[config.mk]
export PLATFORM = sky130hd
export DESIGN_NAME = clktrim_regbank
export DESIGN_NICKNAME = d
export VERILOG_FILES = /design/src/rtl/clktrim_pkg.sv /design/src/rtl/clktrim_ctrl_regs.sv /design/src/rtl/clktrim_flag_unit.sv /design/src/rtl/clktrim_regbank.sv
export SDC_FILE = /design/constraint.sdc
export NUM_CORES = 1
export LEC_CHECK = 0
export ABC_AREA = 1
export ABC_CLOCK_PERIOD_IN_PS = 1300
export BUFFER_PORTS_ARGS = -buffer_cell sky130_fd_sc_hd__buf_4
export CORE_AREA = 2 2 112 70
export DETAILED_ROUTE_END_ITERATION = 16
export DIE_AREA = 0 0 114 72
export PLACE_DENSITY = 0.87
export SYNTH_ARGS = -nofsm -noshare
export SYNTH_HDL_FRONTEND = slang
export SYNTH_SLANG_ARGS = --single-unit
[constraint.sdc]
create_clock -name clk -period 1.3 [get_ports clk]
set_input_delay 0.195 -clock clk [delete_from_list [all_inputs] [get_ports clk]]
set_output_delay 0.195 -clock clk [all_outputs]
set_load 0.02 [all_outputs]
[src/rtl/clktrim_pkg.sv]
package clktrim_pkg;

    localparam int ADDR_W   = 4;
    localparam int DATA_W   = 32;
    localparam int IE_W     = 4;
    localparam int TRIM_W   = 6;
    localparam int RELOAD_W = 16;
    localparam int FELIM_W  = 8;
    localparam int DIV_W    = 3;
    localparam int SRC_W    = 2;
    localparam int CAP_W    = 16;
    localparam int NFLAG    = 6;

    // word select (addr bits 3:2)
    localparam logic [1:0] SEL_CTRL = 2'd0;
    localparam logic [1:0] SEL_CFG  = 2'd1;
    localparam logic [1:0] SEL_STAT = 2'd2;
    localparam logic [1:0] SEL_CLR  = 2'd3;

    // sticky flag indices
    localparam int F_OK   = 0;
    localparam int F_WARN = 1;
    localparam int F_EXP  = 2;
    localparam int F_SERR = 3;
    localparam int F_MISS = 4;
    localparam int F_TOVF = 5;

    typedef struct packed {
        logic [IE_W-1:0]   ie;
        logic              cnt_en;
        logic              autotrim;
        logic              swsync;
        logic [TRIM_W-1:0] trim;
    } ctrl_t;

    typedef struct packed {
        logic [RELOAD_W-1:0] reload;
        logic [FELIM_W-1:0]  felim;
        logic [DIV_W-1:0]    div;
        logic [SRC_W-1:0]    src;
        logic                pol;
    } cfg_t;

    function automatic logic [DATA_W-1:0] pack_ctrl(input ctrl_t c);
        logic [DATA_W-1:0] w;
        w         = '0;
        w[3:0]    = c.ie;
        w[5]      = c.cnt_en;
        w[6]      = c.autotrim;
        w[7]      = c.swsync;
        w[13:8]   = c.trim;
        return w;
    endfunction

    function automatic logic [DATA_W-1:0] pack_cfg(input cfg_t c);
        logic [DATA_W-1:0] w;
        w         = '0;
        w[15:0]   = c.reload;
        w[23:16]  = c.felim;
        w[26:24]  = c.div;
        w[29:28]  = c.src;
        w[31]     = c.pol;
        return w;
    endfunction

    function automatic logic [DATA_W-1:0] pack_status(input logic [NFLAG-1:0] f,
                                                      input logic dir,
                                                      input logic [CAP_W-1:0] cap);
        logic [DATA_W-1:0] w;
        w         = '0;
        w[0]      = f[F_OK];
        w[1]      = f[F_WARN];
        w[2]      = f[F_SERR] | f[F_MISS] | f[F_TOVF];
        w[3]      = f[F_EXP];
        w[8]      = f[F_SERR];
        w[9]      = f[F_MISS];
        w[10]     = f[F_TOVF];
        w[15]     = dir;
        w[31:16]  = cap;
        return w;
    endfunction

endpackage

[src/rtl/clktrim_ctrl_regs.sv]
module clktrim_ctrl_regs
    import clktrim_pkg::*;
#(
    parameter logic [TRIM_W-1:0] TRIM_RST = 6'd32
) (
    input  logic              clk,
    input  logic              rst_n,
    input  logic              wr_ctrl_i,
    input  logic              wr_cfg_i,
    input  logic [DATA_W-1:0] wdata_i,
    input  logic              hw_trim_valid_i,
    input  logic [TRIM_W-1:0] hw_trim_i,
    output ctrl_t             ctrl_o,
    output cfg_t              cfg_o
);

    typedef struct packed {
        ctrl_t ctrl;
        cfg_t  cfg;
    } state_t;

    localparam state_t RST_STATE = '{
        ctrl: '{ie: '0, cnt_en: 1'b0, autotrim: 1'b0, swsync: 1'b0, trim: TRIM_RST},
        cfg:  '{reload: '0, felim: '0, div: '0, src: '0, pol: 1'b0}
    };

    state_t s_d, s_q;

    logic [1:0] unused_wbits;
    assign unused_wbits = {wdata_i[30], wdata_i[27]};

    always_comb begin
        s_d = s_q;
        s_d.ctrl.swsync = 1'b0;
        if (wr_ctrl_i) begin
            s_d.ctrl.ie       = wdata_i[3:0];
            s_d.ctrl.cnt_en   = wdata_i[5];
            s_d.ctrl.autotrim = wdata_i[6];
            s_d.ctrl.swsync   = wdata_i[7];
            if (!s_q.ctrl.autotrim) begin
                s_d.ctrl.trim = wdata_i[13:8];
            end
        end
        if (s_q.ctrl.autotrim && hw_trim_valid_i) begin
            s_d.ctrl.trim = hw_trim_i;
        end
        if (wr_cfg_i && !s_q.ctrl.cnt_en) begin
            s_d.cfg.reload = wdata_i[15:0];
            s_d.cfg.felim  = wdata_i[23:16];
            s_d.cfg.div    = wdata_i[26:24];
            s_d.cfg.src    = wdata_i[29:28];
            s_d.cfg.pol    = wdata_i[31];
        end
    end

    always_ff @(posedge clk or negedge rst_n) begin
        if (!rst_n) begin
            s_q <= RST_STATE;
        end else begin
            s_q <= s_d;
        end
    end

    assign ctrl_o = s_q.ctrl;
    assign cfg_o  = s_q.cfg;

    // configuration frozen while the counter runs
    p_cfg_lock_r3: assert property (@(posedge clk) disable iff (!rst_n)
        (wr_cfg_i && s_q.ctrl.cnt_en) |=> $stable(s_q.cfg));

    // the software SYNC request lasts a single cycle
    p_swsync_once_r4: assert property (@(posedge clk) disable iff (!rst_n)
        (s_q.ctrl.swsync && !wr_ctrl_i) |=> !s_q.ctrl.swsync);

    // trim held under auto-trim unless the engine loads it
    p_trim_hold_r5: assert property (@(posedge clk) disable iff (!rst_n)
        (s_q.ctrl.autotrim && !hw_trim_valid_i) |=> $stable(s_q.ctrl.trim));

endmodule

[src/rtl/clktrim_flag_unit.sv]
module clktrim_flag_unit
    import clktrim_pkg::*;
(
    input  logic             clk,
    input  logic             rst_n,
    input  logic [NFLAG-1:0] set_i,
    input  logic [NFLAG-1:0] clr_i,
    input  logic             cap_valid_i,
    input  logic             cap_dir_i,
    input  logic [CAP_W-1:0] cap_value_i,
    output logic [NFLAG-1:0] flags_o,
    output logic             dir_o,
    output logic [CAP_W-1:0] cap_o
);

    typedef struct packed {
        logic [NFLAG-1:0] flags;
        logic             dir;
        logic [CAP_W-1:0] cap;
    } fstate_t;

    fstate_t f_d, f_q;

    always_comb begin
        f_d = f_q;
        for (int i = 0; i < NFLAG; i++) begin
            // a set in the same cycle overrides a clear
            f_d.flags[i] = set_i[i] | (f_q.flags[i] & ~clr_i[i]);
        end
        if (cap_valid_i) begin
            f_d.dir = cap_dir_i;
            f_d.cap = cap_value_i;
        end
    end

    always_ff @(posedge clk or negedge rst_n) begin
        if (!rst_n) begin
            f_q <= '0;
        end else begin
            f_q <= f_d;
        end
    end

    assign flags_o = f_q.flags;
    assign dir_o   = f_q.dir;
    assign cap_o   = f_q.cap;

    for (genvar g = 0; g < NFLAG; g++) begin : g_flag_chk
        // a flag stays set until a clear targets it
        p_sticky_r6: assert property (@(posedge clk) disable iff (!rst_n)
            (f_q.flags[g] && !clr_i[g]) |=> f_q.flags[g]);
        // set beats clear
        p_set_wins_r9: assert property (@(posedge clk) disable iff (!rst_n)
            set_i[g] |=> f_q.flags[g]);
    end

    // capture held without a strobe
    p_cap_hold_r12: assert property (@(posedge clk) disable iff (!rst_n)
        !cap_valid_i |=> ($stable(f_q.cap) && $stable(f_q.dir)));

endmodule

[src/rtl/clktrim_regbank.sv]
module clktrim_regbank
    import clktrim_pkg::*;
#(
    parameter logic [TRIM_W-1:0] TRIM_RST = 6'd32
) (
    input  logic                clk,
    input  logic                rst_n,
    input  logic [ADDR_W-1:0]   addr_i,
    input  logic                wr_en_i,
    input  logic [DATA_W-1:0]   wdata_i,
    output logic [DATA_W-1:0]   rdata_o,
    input  logic                ev_ok_i,
    input  logic                ev_warn_i,
    input  logic                ev_expect_i,
    input  logic                ev_syncerr_i,
    input  logic                ev_miss_i,
    input  logic                ev_trimovf_i,
    input  logic                cap_valid_i,
    input  logic                cap_dir_i,
    input  logic [CAP_W-1:0]    cap_value_i,
    input  logic                hw_trim_valid_i,
    input  logic [TRIM_W-1:0]   hw_trim_i,
    output logic                cnt_en_o,
    output logic                autotrim_o,
    output logic                swsync_o,
    output logic [TRIM_W-1:0]   trim_o,
    output logic [RELOAD_W-1:0] reload_o,
    output logic [FELIM_W-1:0]  felim_o,
    output logic [DIV_W-1:0]    syncdiv_o,
    output logic [SRC_W-1:0]    syncsrc_o,
    output logic                syncpol_o,
    output logic                irq_o
);

    logic [1:0]        sel;
    logic [1:0]        unused_addr;
    logic              wr_ctrl, wr_cfg, wr_clr;
    logic [NFLAG-1:0]  set_vec, clr_vec;
    logic [NFLAG-1:0]  flags;
    logic              cap_dir;
    logic [CAP_W-1:0]  cap_val;
    logic [DATA_W-1:0] status_w;
    logic [IE_W-1:0]   src_vec;
    ctrl_t             ctrl;
    cfg_t              cfg;

    assign sel         = addr_i[3:2];
    assign unused_addr = addr_i[1:0];
    assign wr_ctrl     = wr_en_i && (sel == SEL_CTRL);
    assign wr_cfg      = wr_en_i && (sel == SEL_CFG);
    assign wr_clr      = wr_en_i && (sel == SEL_CLR);

    always_comb begin
        set_vec          = '0;
        set_vec[F_OK]    = ev_ok_i;
        set_vec[F_WARN]  = ev_warn_i;
        set_vec[F_EXP]   = ev_expect_i;
        set_vec[F_SERR]  = ev_syncerr_i;
        set_vec[F_MISS]  = ev_miss_i;
        set_vec[F_TOVF]  = ev_trimovf_i;
        clr_vec          = '0;
        clr_vec[F_OK]    = wr_clr & wdata_i[0];
        clr_vec[F_WARN]  = wr_clr & wdata_i[1];
        clr_vec[F_EXP]   = wr_clr & wdata_i[3];
        clr_vec[F_SERR]  = wr_clr & wdata_i[2];
        clr_vec[F_MISS]  = wr_clr & wdata_i[2];
        clr_vec[F_TOVF]  = wr_clr & wdata_i[2];
    end

    clktrim_ctrl_regs #(.TRIM_RST(TRIM_RST)) ctrl_regs_i (
        .clk             (clk),
        .rst_n           (rst_n),
        .wr_ctrl_i       (wr_ctrl),
        .wr_cfg_i        (wr_cfg),
        .wdata_i         (wdata_i),
        .hw_trim_valid_i (hw_trim_valid_i),
        .hw_trim_i       (hw_trim_i),
        .ctrl_o          (ctrl),
        .cfg_o           (cfg)
    );

    clktrim_flag_unit flag_unit_i (
        .clk         (clk),
        .rst_n       (rst_n),
        .set_i       (set_vec),
        .clr_i       (clr_vec),
        .cap_valid_i (cap_valid_i),
        .cap_dir_i   (cap_dir_i),
        .cap_value_i (cap_value_i),
        .flags_o     (flags),
        .dir_o       (cap_dir),
        .cap_o       (cap_val)
    );

    assign status_w = pack_status(flags, cap_dir, cap_val);

    always_comb begin
        unique case (sel)
            SEL_CTRL: rdata_o = pack_ctrl(ctrl);
            SEL_CFG:  rdata_o = pack_cfg(cfg);
            SEL_STAT: rdata_o = status_w;
            default:  rdata_o = '0;
        endcase
    end

    // interrupt sources in enable-bit order
    assign src_vec = status_w[3:0];
    assign irq_o   = |(src_vec & ctrl.ie);

    assign cnt_en_o   = ctrl.cnt_en;
    assign autotrim_o = ctrl.autotrim;
    assign swsync_o   = ctrl.swsync;
    assign trim_o     = ctrl.trim;
    assign reload_o   = cfg.reload;
    assign felim_o    = cfg.felim;
    assign syncdiv_o  = cfg.div;
    assign syncsrc_o  = cfg.src;
    assign syncpol_o  = cfg.pol;

    // no flag, no interrupt
    p_irq_quiet_r10: assert property (@(posedge clk) disable iff (!rst_n)
        (flags == '0) |-> !irq_o);

    // any error source with the error enable raises the interrupt
    p_err_irq_r7: assert property (@(posedge clk) disable iff (!rst_n)
        ((flags[F_SERR] | flags[F_MISS] | flags[F_TOVF]) && ctrl.ie[2]) |-> irq_o);

endmodule

=== After elaboration in Yosys (flattened, before gate mapping) ===
Cells that the tools add are included.

* Bitwise operators: 23
* Eq/ne operators: 4
* Mux-type cells: 4
* Reduce and logical (&&, ||, !) cells: 10

{| class="wikitable"
|+ Operators by type and width
! cell !! count
|-
| $pmux 32 s3 || 1
|-
| $mux 6 || 2
|-
| $and 1x1->1 || 10
|-
| $or 1x1->1 || 8
|-
| $mux 7 || 1
|-
| $logic_and 1x1->1 || 5
|-
| $and 4x4->4 || 1
|-
| $eq 2x2->1 const B || 2
|-
| $not 1->1 || 4
|-
| $reduce_or 4->1 || 1
|-
| $eq 2x1->1 const B || 1
|-
| $logic_not 2->1 || 1
|-
| $ne 2x2->1 const B || 1
|-
| $reduce_and 2->1 || 1
|-
| $reduce_bool 2->1 || 1
|-
| $logic_not 1->1 || 1
|}

* Bits in registers: 66
* Output and inout port bits: 72
* Input bits: 70

=== Logic depth before layout (Yosys ltp) ===
Gate-level depths: netlist of the first run.

* Depth in word-level cells: 6
* Mapped depth: 6

=== Modules after synthesis ===
From an unflattened synthesis of the first run, not the netlist that was laid out.

* Cells, all modules: 434
* Area, all modules: 3234.4 um^2

{| class="wikitable"
|+ By module, submodules not included
! module !! cells each !! times used !! area each (um^2)
|-
| clktrim_ctrl_regs || 199 || 1 || 1775.5
|-
| clktrim_flag_unit || 102 || 1 || 920.9
|-
| clktrim_regbank || 133 || 1 || 538.0
|}

=== Least setup slack after synthesis of the first run ===
No wires, ideal clock.

* Path type: register to output
* Start: register ctrl_regs_i.s_q, in the netlist ctrl_regs_i.ctrl_o[8]
* End: output port rdata_o[5]
* Arrival time: 1.070 ns
* Setup slack: 0.035 ns
* Path buffers: 0
* Stages on the path, launching flop included: 3
* Data required time: 1.105 ns
* Path through: dfrtp_1 -> inv_1 -> o21ai_0

* Word-level cells in the longest chain between the ends: 1

{| class="wikitable"
|+ Ends and longest elaborated chain
! what !! RTL line !! source
|-
| start: declaration || clktrim_ctrl_regs.sv:27 || <nowiki>state_t s_d, s_q;</nowiki>
|-
| start signal: assignment || clktrim_ctrl_regs.sv:58 || <nowiki>s_q <= RST_STATE;</nowiki>
|-
| start signal: assignment || clktrim_ctrl_regs.sv:60 || <nowiki>s_q <= s_d;</nowiki>
|-
| $pmux 32 s3 || clktrim_regbank.sv:98 || <nowiki>unique case (sel)</nowiki>
|-
| end: declaration || clktrim_regbank.sv:11 || <nowiki>output logic [DATA_W-1:0] rdata_o,</nowiki>
|}

Every way passes these cells.

=== Final worst setup path of the first run ===
* Start: register ctrl_regs_i.s_q, in the netlist ctrl_regs_i.ctrl_o[5]
* End: output port rdata_o[13]

Same word-level chain as after synthesis.

==> results of run 1 <==
==> cell families (layout without fill, tap and decap cells) <==
logic type,count (synthesis),after routing
compound gates,89,89
simple gates,146,146
buf+inv,86,241
flops,66,66
==> placed cells by master (no fill, tap or decap), drive strengths merged <==
cell / count
buf: 161
nand2: 122
o21ai: 79
dfrtp: 65
inv: 63
nand3: 14
clkbuf: 12
nor2: 9
a22o: 4
o211ai: 3
o21bai: 3
clkinvlp: 2
nand4: 1
bufinv: 1
clkinv: 1
dfstp: 1
dlygate4sd3: 1
==> registers in the layout, indices dropped and copies added (netlist names) <==
name / flops
flag_unit_i.dir_o: 1
ctrl_regs_i.ctrl_o: 13
ctrl_regs_i.cfg_o: 30
flag_unit_i.flags_o: 6
flag_unit_i.cap_o: 16
==> stage by stage <==
step	instance area (um^2)	TNS (ns)	std cells	setup WS, ns
2_1_floorplan	3380	0	387	0.0345
3_3_place_gp	4460	-0.0595	605	-0.0132
3_5_place_dp	4460	-0.155	605	-0.0280
4_1_cts	4860	-0.136	628	-0.0515
5_1_grt	4940	-0.511	633	-0.0974
6_report	4940	-0.111	633	-0.0449
==> metal layers <==
metal	up-vias	GRT usage	wire length, um
met5	-	0	0
met4	0	0.0434	90
met3	8	0.0526	485
met2	104	0.347	4010
met1	1425	0.301	4080
li1	1503	-	-
==> critical path: cells and delay by family, from the launching register on <==
kind	cells	cell delay [ns]
flip-flops	1	0.55
AO/OA/AOI/OAI	1	0.17
buffers and inverters	1	0.12
==> worst max-delay path by stage <==
stage                                 startpoint     endpoint  cells past startpoint
after floorplan            ctrl_regs_i.ctrl_o[8]   rdata_o[5]                      2
after global placement                 addr_i[3]  rdata_o[19]                      6
after detailed placement               addr_i[3]   rdata_o[9]                      6
after CTS                 flag_unit_i.flags_o[5]        irq_o                      5
after global routing      flag_unit_i.flags_o[4]        irq_o                      5
final                      ctrl_regs_i.ctrl_o[5]  rdata_o[13]                      2
==> Yosys cell counts, drive strengths merged <==
cell / count / area share
a22o: 4 / 0.010
buf: 20 / 0.053
clkbuf: 3 / 0.0033
dfrtp: 65 / 0.48
dfstp: 1 / 0.0078
inv: 63 / 0.070
nand2: 122 / 0.15
nand3: 14 / 0.026
nand4: 1 / 0.0019
nor2: 9 / 0.015
o211ai: 3 / 0.011
o21ai: 79 / 0.16
o21bai: 3 / 0.0067
==> timing repair <==
action | 4_1_cts | 5_1_grt
pin swaps | 6 | 2
resized for setup | 16 | 10
hold buffers | 1 | 0
setup buffers | 6 | 5
hold endpoints to repair | 65 | 0
setup endpoints to repair | 15 | 18
==> layout make-up <==
type | count | area (um^2)
tap | 91 | 114
sequential | 66 | 1650
fill | 571 | 2210
clock inverter | 4 | 50.0
clock buffer | 12 | 256
multi-input combinational | 235 | 1310
inverter | 63 | 241
timing repair buffer | 162 | 1310
==> power by group through the flow <==
stage	logic (mW)	clock network (mW)	registers [mW]
2_1_floorplan	0.929	0	2.90
3_3_place_gp	2.02	0	2.68
3_5_place_dp	2.06	0	2.69
4_1_cts	2.13	2.45	2.66
5_1_grt	2.36	2.56	2.69
6_report	2.19	2.40	2.66
==> metrics.txt, run 1 <==
DR iter-0 viols approximately 220; crit-path cells a22o_1, buf_6; IO Pins 142; Worst Hold Path Cells 3; WL final approximately 8700 um; DR pass1 iterations 4; P&R area growth vs syn 46.2%; Seq/Total Area, Yosys 0.489; DRT antenna net count 0; Critical-path top delay cell dfstp_2; site row count 24; Lkg Pwr 2.64 nW; Fmax ~740 MHz; Mapped Nets around 460; DRC viols 0; setup ws final -0.0449 ns; flop-to-flop setup slack around 0.14 ns; gpl congestion roughly 0.89; Post-Synth Adder-Cell Area 0; Critical Path RT 1.11 ns; core area between 0.007 and 0.008 mm^2; Slew @ Worst Pin between 0.3 and 0.4 ns; Relative slew margins 0.763; Root Driver clkbuf_16; xor and xnor fraction of the mapped netlist area 0; initial antenna violation count 0; Hold Slack about 0.065 ns; violated checks setup timing; clk sink count 66; H-tree Lvls 3; arrival time worst endpoint about 1.2 ns; Tmin final 1.34 ns; FF+latch count, synth 66; net switching power figure about 2.3 mW; worst hold start ev_warn_i; gr ovfl total 0; nature of the critical path endpoint output port; HPWL after DPL about 6400 um; final period utilization 1.03; Port Buffers between 100 and 150; hold endpoint flag_unit_i.flags_o[1]; reg-to-reg endpoint ctrl_regs_i.ctrl_o[3]; initial core utilization 0.473; post-synth cell types 23; largest family of logic cells by synthesized area simple AND/OR/NAND/NOR gates; CTS buffer count 9; largest net degree at the start of global routing 67; via/cell ratio between 4 and 5; Clock power frac 0.331; multiplexer share of the synthesized area 0; Slowest Stage Delay on Critical Path 0.55 ns; crit start category register; Total GRT Usage 0.215; clk_skew 0.00508 ns; layout cells sized above 1 0.476; Simple-Gate Fraction of Synth Area 0.194; Comb power frac 0.302; Longest Clk Path Bufs 2; worst vdd ir ~0.85 mV; Antenna diodes 0; TritonCTS clock tree done; switch share 0.314; CTS clock-pin slew for the worst setup and hold paths 0.06 ns; Internal Power about 5.0 mW; first-pass GRT wire length 13900 um; Final nets a little over 600; vias in the first global route about 2900; DIE WIDTH about 110 um; Max Cap Viol 0; sequential share of power 0.367; syn avg cell area 8.73 um^2; Vias between 3000 and 4000; Max Slew Vio Count 0; die area just over 0.008 mm^2; worst reg2reg path depth 6; Syn Std Cell Area 0.00338 mm^2; wire per inst around 14 um; Core Util, Final 0.691; Worst Setup Path Type reg2out; post-synthesis compound-gate area fraction 0.190; final hold violations 0; Clock Latency Late Sink about 0.31 ns; status finished with violations; highest fanout seen on the critical path 2; Hold Crit Class in2reg; Syn Inst Count between 300 and 400; Reg2Reg Launch Point ctrl_regs_i.ctrl_o[7]; Yosys Warn Count 0; P per Cell Area around 1500 mW/mm^2; Die Height 72 um; final setup violation count 5; Power, Total around 7.2 mW; unrepaired setup endpoints after global routing true
(Power assumes the default switching activity.)
==> run 2, diff against run 1 <==
--- a/config.mk
+++ b/config.mk
@@ -5,13 +5,13 @@
 export SDC_FILE = /design/constraint.sdc
 export NUM_CORES = 1
 export LEC_CHECK = 0
-export ABC_AREA = 1
+export ABC_AREA = 0
 export ABC_CLOCK_PERIOD_IN_PS = 1300
 export BUFFER_PORTS_ARGS = -buffer_cell sky130_fd_sc_hd__buf_4
-export CORE_AREA = 2 2 112 70
+export CORE_AREA = 2 2 110 70
 export DETAILED_ROUTE_END_ITERATION = 16
-export DIE_AREA = 0 0 114 72
-export PLACE_DENSITY = 0.87
+export DIE_AREA = 0 0 112 72
+export PLACE_DENSITY = 0.86
 export SYNTH_ARGS = -nofsm -noshare
 export SYNTH_HDL_FRONTEND = slang
 export SYNTH_SLANG_ARGS = --single-unit
==> run 2 against run 1 <==
Net effect:
- the flow still finishes with violations (setup timing)
- synthesized area down 4.7%
- maximum frequency fell by 12%
- largest cell class unchanged
- sequential power grew 9.8%
- first-iteration DRC count shrank 60%
- final area up 3.7%
- non-clock buffer count up 28
- largest power group is now combinational cells
- utilization grew 3.8 points
==> metrics.txt, run 2 <==
status finished with violations (unchanged); violated checks setup timing (unchanged); net switching power figure 2.70 mW (was 2.27 mW); WL final 9140 um (was 8670 um); die area 0.00806 mm^2 (was 0.00821 mm^2); dpl ws -0.0652 ns (was -0.0280 ns); Max Slew Vio Count 0 (unchanged); Yosys Warn Count 0 (unchanged); clk_skew 0.00454 ns (was 0.00508 ns); Seq/Total Area, Yosys 0.514 (was 0.489); Port Buffers 137 (unchanged); Relative slew margins 0.799 (was 0.763); crit start category register (unchanged); site row count 24 (unchanged); Max Cap Viol 0 (unchanged); TritonCTS clock tree done (unchanged); core area 0.00703 mm^2 (was 0.00715 mm^2); DIE WIDTH 112 um (was 114 um); layout cells sized above 1 0.653 (was 0.476); worst vdd ir 0.993 mV (was 0.848 mV); Clock Latency Late Sink 0.31 ns (about the same); initial core utilization 0.458 (was 0.473); via/cell ratio 5.14 (was 4.80); Syn Inst Count 235 (was 387); Core Util, Final 0.729 (was 0.691); FFs w/ async S/R, synth 1.00 (unchanged); CTS buffer count 9 (unchanged); first-pass GRT wire length 14000 um (was 13900 um); final period utilization 1.18 (was 1.03); clk sink count 66 (unchanged); vias in the first global route 2635 (was 2895); Commonest cells post-synth dfrtp_1 (65), mux2_4 (30), mux2_2 (23), mux2i_1 (22), a22o_1 (15) (was nand2_1 (101), dfrtp_1 (65), inv_1 (59), o21ai_2 (40), o21ai_0 (30)); switch share 0.313 (was 0.314); most area-hungry cell type in the Yosys netlist dfrtp_1 (unchanged); Syn Std Cell Area 0.00322 mm^2 (was 0.00338 mm^2); H-tree Lvls 3 (unchanged); Tmin final 1.54 ns (was 1.34 ns); Longest Clk Path Bufs 2 (unchanged); final setup violation count 41 (was 5); Root Driver clkbuf_16 (unchanged); Total GRT Usage 0.223 (was 0.215); highest fanout seen on the critical path 2 (unchanged); Slew @ Worst Pin 0.302 ns (was 0.355 ns); DRT antenna net count 0 (unchanged); IO Pins 142 (unchanged); max reg flops 30 (unchanged); wire per inst 18.0 um (was 13.7 um); P&R area growth vs syn 59.2% (was 46.2%); CTS clock-pin slew for the worst setup and hold paths 0.05 ns (was 0.06 ns); Yosys top cell area share 0.506 (was 0.482); initial antenna violation count 0 (unchanged); post-synth cell types 27 (was 23); most common cell in the netlist dfrtp_1 (was nand2_1); HPWL after DPL 6160 um (was 6420 um); unrepaired setup endpoints after global routing true (unchanged); Antenna diodes 0 (unchanged); Comb power frac 0.398 (was 0.302); EDFF count, synth 0 (unchanged); Hold Crit Class in2reg (unchanged); commonest non-fill, non-tap cell in the layout buf_4 (unchanged); DR pass1 iterations 4 (unchanged); Worst Setup Path Type reg2out (unchanged); nature of the critical path endpoint output port (unchanged); Internal Power 5.92 mW (was 4.97 mW); Critical Path RT 1.11 ns (about the same); Area contributors post-synth dfrtp_1 (51%), mux2_4 (14%), mux2_2 (8.1%), mux2i_1 (6.8%), a22o_1 (4.1%) (was dfrtp_1 (48%), nand2_1 (11%), o21ai_2 (10%), inv_1 (6.6%), o21ai_0 (4.4%)); cell area after layout 0.00512 mm^2 (was 0.00494 mm^2); final hold violations 0 (unchanged); gr ovfl total 0 (unchanged); P per Cell Area 1680 mW/mm^2 (was 1470 mW/mm^2); DRC viols 0 (unchanged); Fmax 651 MHz (was 744 MHz); Die Height 72 um (unchanged); Final nets 483 (was 607); FF+latch count, synth 66 (unchanged); sequential share of power 0.338 (was 0.367); gpl congestion 0.826 (was 0.888); largest net degree at the start of global routing 34 (was 67); Hold Slack 0.0581 ns (was 0.0653 ns); commonest cells after routing, fill and taps aside buf_4 (157), dfrtp_1 (62), mux2_4 (30) (was buf_4 (144), nand2_1 (100), dfrtp_1 (65)); Mapped Nets 305 (was 457); DR iter-0 viols 89 (was 224); Clock power frac 0.264 (was 0.331); Vias 2614 (was 3040); arrival time worst endpoint 1.34 ns (was 1.15 ns); dpl cell area 0.00438 mm^2 (was 0.00446 mm^2); Top FF cell, synth dfrtp_1 (unchanged); setup ws final -0.235 ns (was -0.0449 ns); syn avg cell area 13.7 um^2 (was 8.73 um^2); Lkg Pwr 2.49 nW (was 2.64 nW)
-- run 2: changes by cell type after synthesis, sizes merged, moves of 6 or more --
cell and delta:
nand2 -110, o21ai -72, inv -63, mux2 +53, mux2i +22, nand3 -14, a22o +11, a21o +6
and2 +6
-- run 2: cell type report --
class / instances / area [um^2]
clock inverter: 3 / 40.0
clock buffer: 13 / 240
tap: 91 / 114
timing repair buffer: 190 / 1620
sequential: 66 / 1660
multi-input combinational: 146 / 1450
fill: 505 / 1910
-- run 2: power by group through the flow --
| stage | combinational [mW] | sequential [mW] | clock (mW) |
|---|---|---|---|
| 2_1_floorplan | 1.36 | 3.28 | 0 |
| 3_3_place_gp | 2.82 | 2.94 | 0 |
| 4_1_cts | 3.06 | 2.94 | 2.32 |
| 6_report | 3.43 | 2.92 | 2.28 |
| 3_5_place_dp | 2.87 | 2.98 | 0 |
| 5_1_grt | 3.59 | 2.98 | 2.43 |
-- run 2: logic make-up (layout without fill, tap and decap cells) --
family	after synthesis	in the layout	share of synthesized area
multiplexers	75	75	0.289
buffers and inverters	23	206	0.0568
flip-flops	66	66	0.514
AO/OA/AOI/OAI	34	34	0.0793
AND/OR/NAND/NOR	37	37	0.0611
-- run 2: timing repair --
action | in CTS | in global routing
pin swaps | 4 | 5
hold buffers | 1 | 0
gates cloned | 4 | 0
setup endpoints to repair | 53 | 66
resized for setup | 20 | 37
setup buffers | 12 | 22
hold endpoints to repair | 17 | 0
-- run 2: routing by layer --
metal / track usage / part of all wire / vias to the layer above
met2: 0.365 / 0.49 / 94
met1: 0.299 / 0.45 / 1315
li1: - / - / 1197
met3: 0.0627 / 0.061 / 8
met4: 0.0596 / 0.0067 / 0
met5: 0 / 0 / -
-- run 2: per-stage QoR --
stage               std cells  power [mW]  TNS, ns
floorplan                 235        4.64    -2.41
global placement          458        5.76    -1.63
detailed placement        458        5.85    -1.81
CTS                       491        8.32    -3.60
global route              509        9.00    -5.07
finish                    509        8.62    -3.51
-- run 2: critical path, stage by stage (launching register included) --
cell and delay [ns]:
dfrtp_1 0.39, a222oi_1 0.36, nand2_1 0.13, buf_6 0.15
-- run 2: final timing paths --
| kind | end | slack [ns] | cells after the start | from |
|---|---|---|---|---|
| min in group asynchronous | ctrl_regs_i.cfg_o[16] | 0.31 | 2 | rst_n |
| max reg2reg | ctrl_regs_i.cfg_o[11] | -0.15 | 4 | ctrl_regs_i.ctrl_o[8] |
| min reg2reg | flag_unit_i.cap_o[11] | 0.50 | 1 | flag_unit_i.cap_o[11] |
| max in group asynchronous | flag_unit_i.cap_o[1] | 0.50 | 3 | rst_n |
| min | flag_unit_i.flags_o[1] | 0.06 | 2 | ev_warn_i |
| max | irq_o | -0.24 | 3 | flag_unit_i.flags_o[2] |
==> run 3, diff against run 2 <==
--- a/config.mk
+++ b/config.mk
@@ -12,6 +12,7 @@
 export DETAILED_ROUTE_END_ITERATION = 16
 export DIE_AREA = 0 0 112 72
 export PLACE_DENSITY = 0.86
+export SETUP_SLACK_MARGIN = 0.02
 export SYNTH_ARGS = -nofsm -noshare
 export SYNTH_HDL_FRONTEND = slang
 export SYNTH_SLANG_ARGS = --single-unit
==> run 3 against run 2 <==
Net effect:
- the run still ends with setup timing left
- sequential share of layout area down 2.0 points
- setup slack gained 0.016 ns
- die area did not move
- clock skew increased by 0.00073 ns
- first-iteration DRC count grew 17%
- final cell count is 3.9% higher
- utilization is 4.6 points higher
- non-clock buffer count is 20 higher
- sequential power about the same
- critical endpoint unchanged
==> metrics.txt, run 3 (same netlist as run 2, synthesis figures left out) <==
HPWL after DPL 6420 um (was 6160 um); DR pass1 iterations 4 (unchanged); Slew @ Worst Pin 0.331 ns (was 0.302 ns); P per Cell Area 1750 mW/mm^2 (was 1680 mW/mm^2); Power, Total 9.55 mW (was 8.62 mW); Port Buffers 137 (unchanged); Final nets 503 (was 483); Relative slew margins 0.779 (was 0.799); Critical-path top delay cell dfrtp_1 (unchanged); final hold violations 0 (unchanged); Vias 2695 (was 2614); fillers 463 (was 505); initial core utilization 0.458 (unchanged); Max Cap Viol 0 (unchanged); initial antenna violation count 0 (unchanged); wire per inst 17.9 um (was 18.0 um); Hold Slack 0.0549 ns (was 0.0581 ns); Clock Latency Late Sink 0.32 ns (was 0.31 ns); Max Slew Vio Count 0 (unchanged); Crit path max-delay family flip-flops (unchanged); first-pass GRT wire length 14700 um (was 14000 um); via/cell ratio 5.09 (was 5.14); H-tree Lvls 3 (unchanged); max reg flops 30 (unchanged); DRC viols 0 (unchanged); IO Pins 142 (unchanged); final period utilization 1.17 (was 1.18); net switching power figure 2.88 mW (was 2.70 mW); Clock power frac 0.296 (was 0.264); commonest cells after routing, fill and taps aside buf_4 (168), dfrtp_1 (63), buf_6 (33) (was buf_4 (157), dfrtp_1 (62), mux2_4 (30)); violated checks setup timing (unchanged); Comb power frac 0.402 (was 0.398); Lkg Pwr 2.66 nW (was 2.49 nW); die area 0.00806 mm^2 (unchanged); sequential share of power 0.302 (was 0.338); commonest non-fill, non-tap cell in the layout buf_4 (unchanged); CTS buffer count 9 (unchanged); WL final 9470 um (was 9140 um); crit start category register (unchanged); highest fanout seen on the critical path 3 (was 2); vias in the first global route 2826 (was 2635); setup ws final -0.219 ns (was -0.235 ns); status finished with violations (unchanged); clk sink count 66 (unchanged); Total GRT Usage 0.233 (was 0.223); nature of the critical path endpoint output port (unchanged); layout cells sized above 1 0.696 (was 0.653); Hold Crit Class in2reg (unchanged); TritonCTS clock tree done (unchanged); switch share 0.302 (was 0.313); crit-path cells a222oi_1, nand2_1, buf_6 (unchanged); gr ovfl total 0 (unchanged); CP bufs+invs 1 (unchanged); largest net degree at the start of global routing 33 (was 34); P&R area growth vs syn 69.3% (was 59.2%); site row count 24 (unchanged); Critical Path RT 1.11 ns (about the same); Antenna diodes 0 (unchanged); DIE WIDTH 112 um (unchanged); Worst Setup Path Type reg2out (unchanged); Fmax 658 MHz (was 651 MHz); Tmin final 1.52 ns (was 1.54 ns); DR iter-0 viols 104 (was 89); flop-to-flop setup slack -0.11 ns (was -0.15 ns); final setup violation count 39 (was 41); unrepaired setup endpoints after global routing true (unchanged); CTS clock-pin slew for the worst setup and hold paths 0.05 ns (about the same); Root Driver clkbuf_16 (unchanged); Die Height 72 um (unchanged); Internal Power 6.67 mW (was 5.92 mW); Slowest Stage Delay on Critical Path 0.40 ns (was 0.39 ns); DRT antenna net count 0 (unchanged); gpl congestion 0.808 (was 0.826); core area 0.00703 mm^2 (unchanged); arrival time worst endpoint 1.32 ns (was 1.34 ns); Longest Clk Path Bufs 2 (unchanged); clk_skew 0.00527 ns (was 0.00454 ns); worst vdd ir 1.36 mV (was 0.993 mV)
## run 3: final cells by class
type / instances / area [um^2] / area share
clock buffers: 12 / 256 / 0.0471
clock inverters: 4 / 97.6 / 0.0179
multi-input cells: 146 / 1520 / 0.279
flip-flops and latches: 66 / 1660 / 0.304
well taps: 91 / 114 / 0.0209
repair buffers: 210 / 1810 / 0.331
## run 3: worst reg2reg max path: cells and delay by family (launching register included)
family                 cells  cell delay, ns
buffers and inverters      2            0.27
DFF                        1            0.40
muxes                      1            0.31
and+or+nand+nor            1            0.31
## run 3: worst paths after layout
kind,cells past startpoint,start,end
min in group asynchronous,2,rst_n,ctrl_regs_i.cfg_o[28]
max reg2reg,4,ctrl_regs_i.ctrl_o[8],ctrl_regs_i.cfg_o[27]
min reg2reg,1,flag_unit_i.cap_o[14],flag_unit_i.cap_o[14]
max in group asynchronous,3,rst_n,ctrl_regs_i.ctrl_o[9]
max,3,ctrl_regs_i.ctrl_o[12],irq_o
min,2,ev_warn_i,flag_unit_i.flags_o[1]
## run 3: power by group through the flow
stage          clock, mW  combinational (mW)  sequential, mW
6_report            2.82                3.84            2.89
5_1_grt             2.95                4.04            2.93
4_1_cts             2.87                3.68            2.87
3_5_place_dp           0                3.00            3.00
3_3_place_gp           0                2.92            2.96
2_1_floorplan          0                1.41            3.29
## run 3: through the flow
| step | setup WS [ns] | setup TNS, ns | util | cell area (um^2) | instances |
|---|---|---|---|---|---|
| 2_1_floorplan | -0.113 | -2.56 | - | 3310 | 235 |
| 3_3_place_gp | -0.0736 | -1.97 | 0.640 | 4500 | 464 |
| 3_5_place_dp | -0.113 | -3.02 | 0.640 | 4500 | 464 |
| 4_1_cts | -0.218 | -4.39 | 0.760 | 5340 | 521 |
| 5_1_grt | -0.254 | -4.67 | 0.775 | 5450 | 529 |
| 6_report | -0.219 | -3.20 | 0.775 | 5450 | 529 |
## run 3: per-layer routing
metal  GRT usage  wire length (um)  up-vias
met5           0                 0        -
met4      0.0461               100        0
met3      0.0518               633       11
met2       0.399              4630      115
met1       0.313              4110     1329
li1            -                 -     1240
## run 3: what timing repair did
item                       in CTS  in global routing
hold buffers                    1                  0
hold endpoints to repair       21                  0
setup buffers                  38                 11
pin swaps                       4                  4
cloned                          3                  0
setup endpoints to repair      58                 68
resized for setup              29                 21
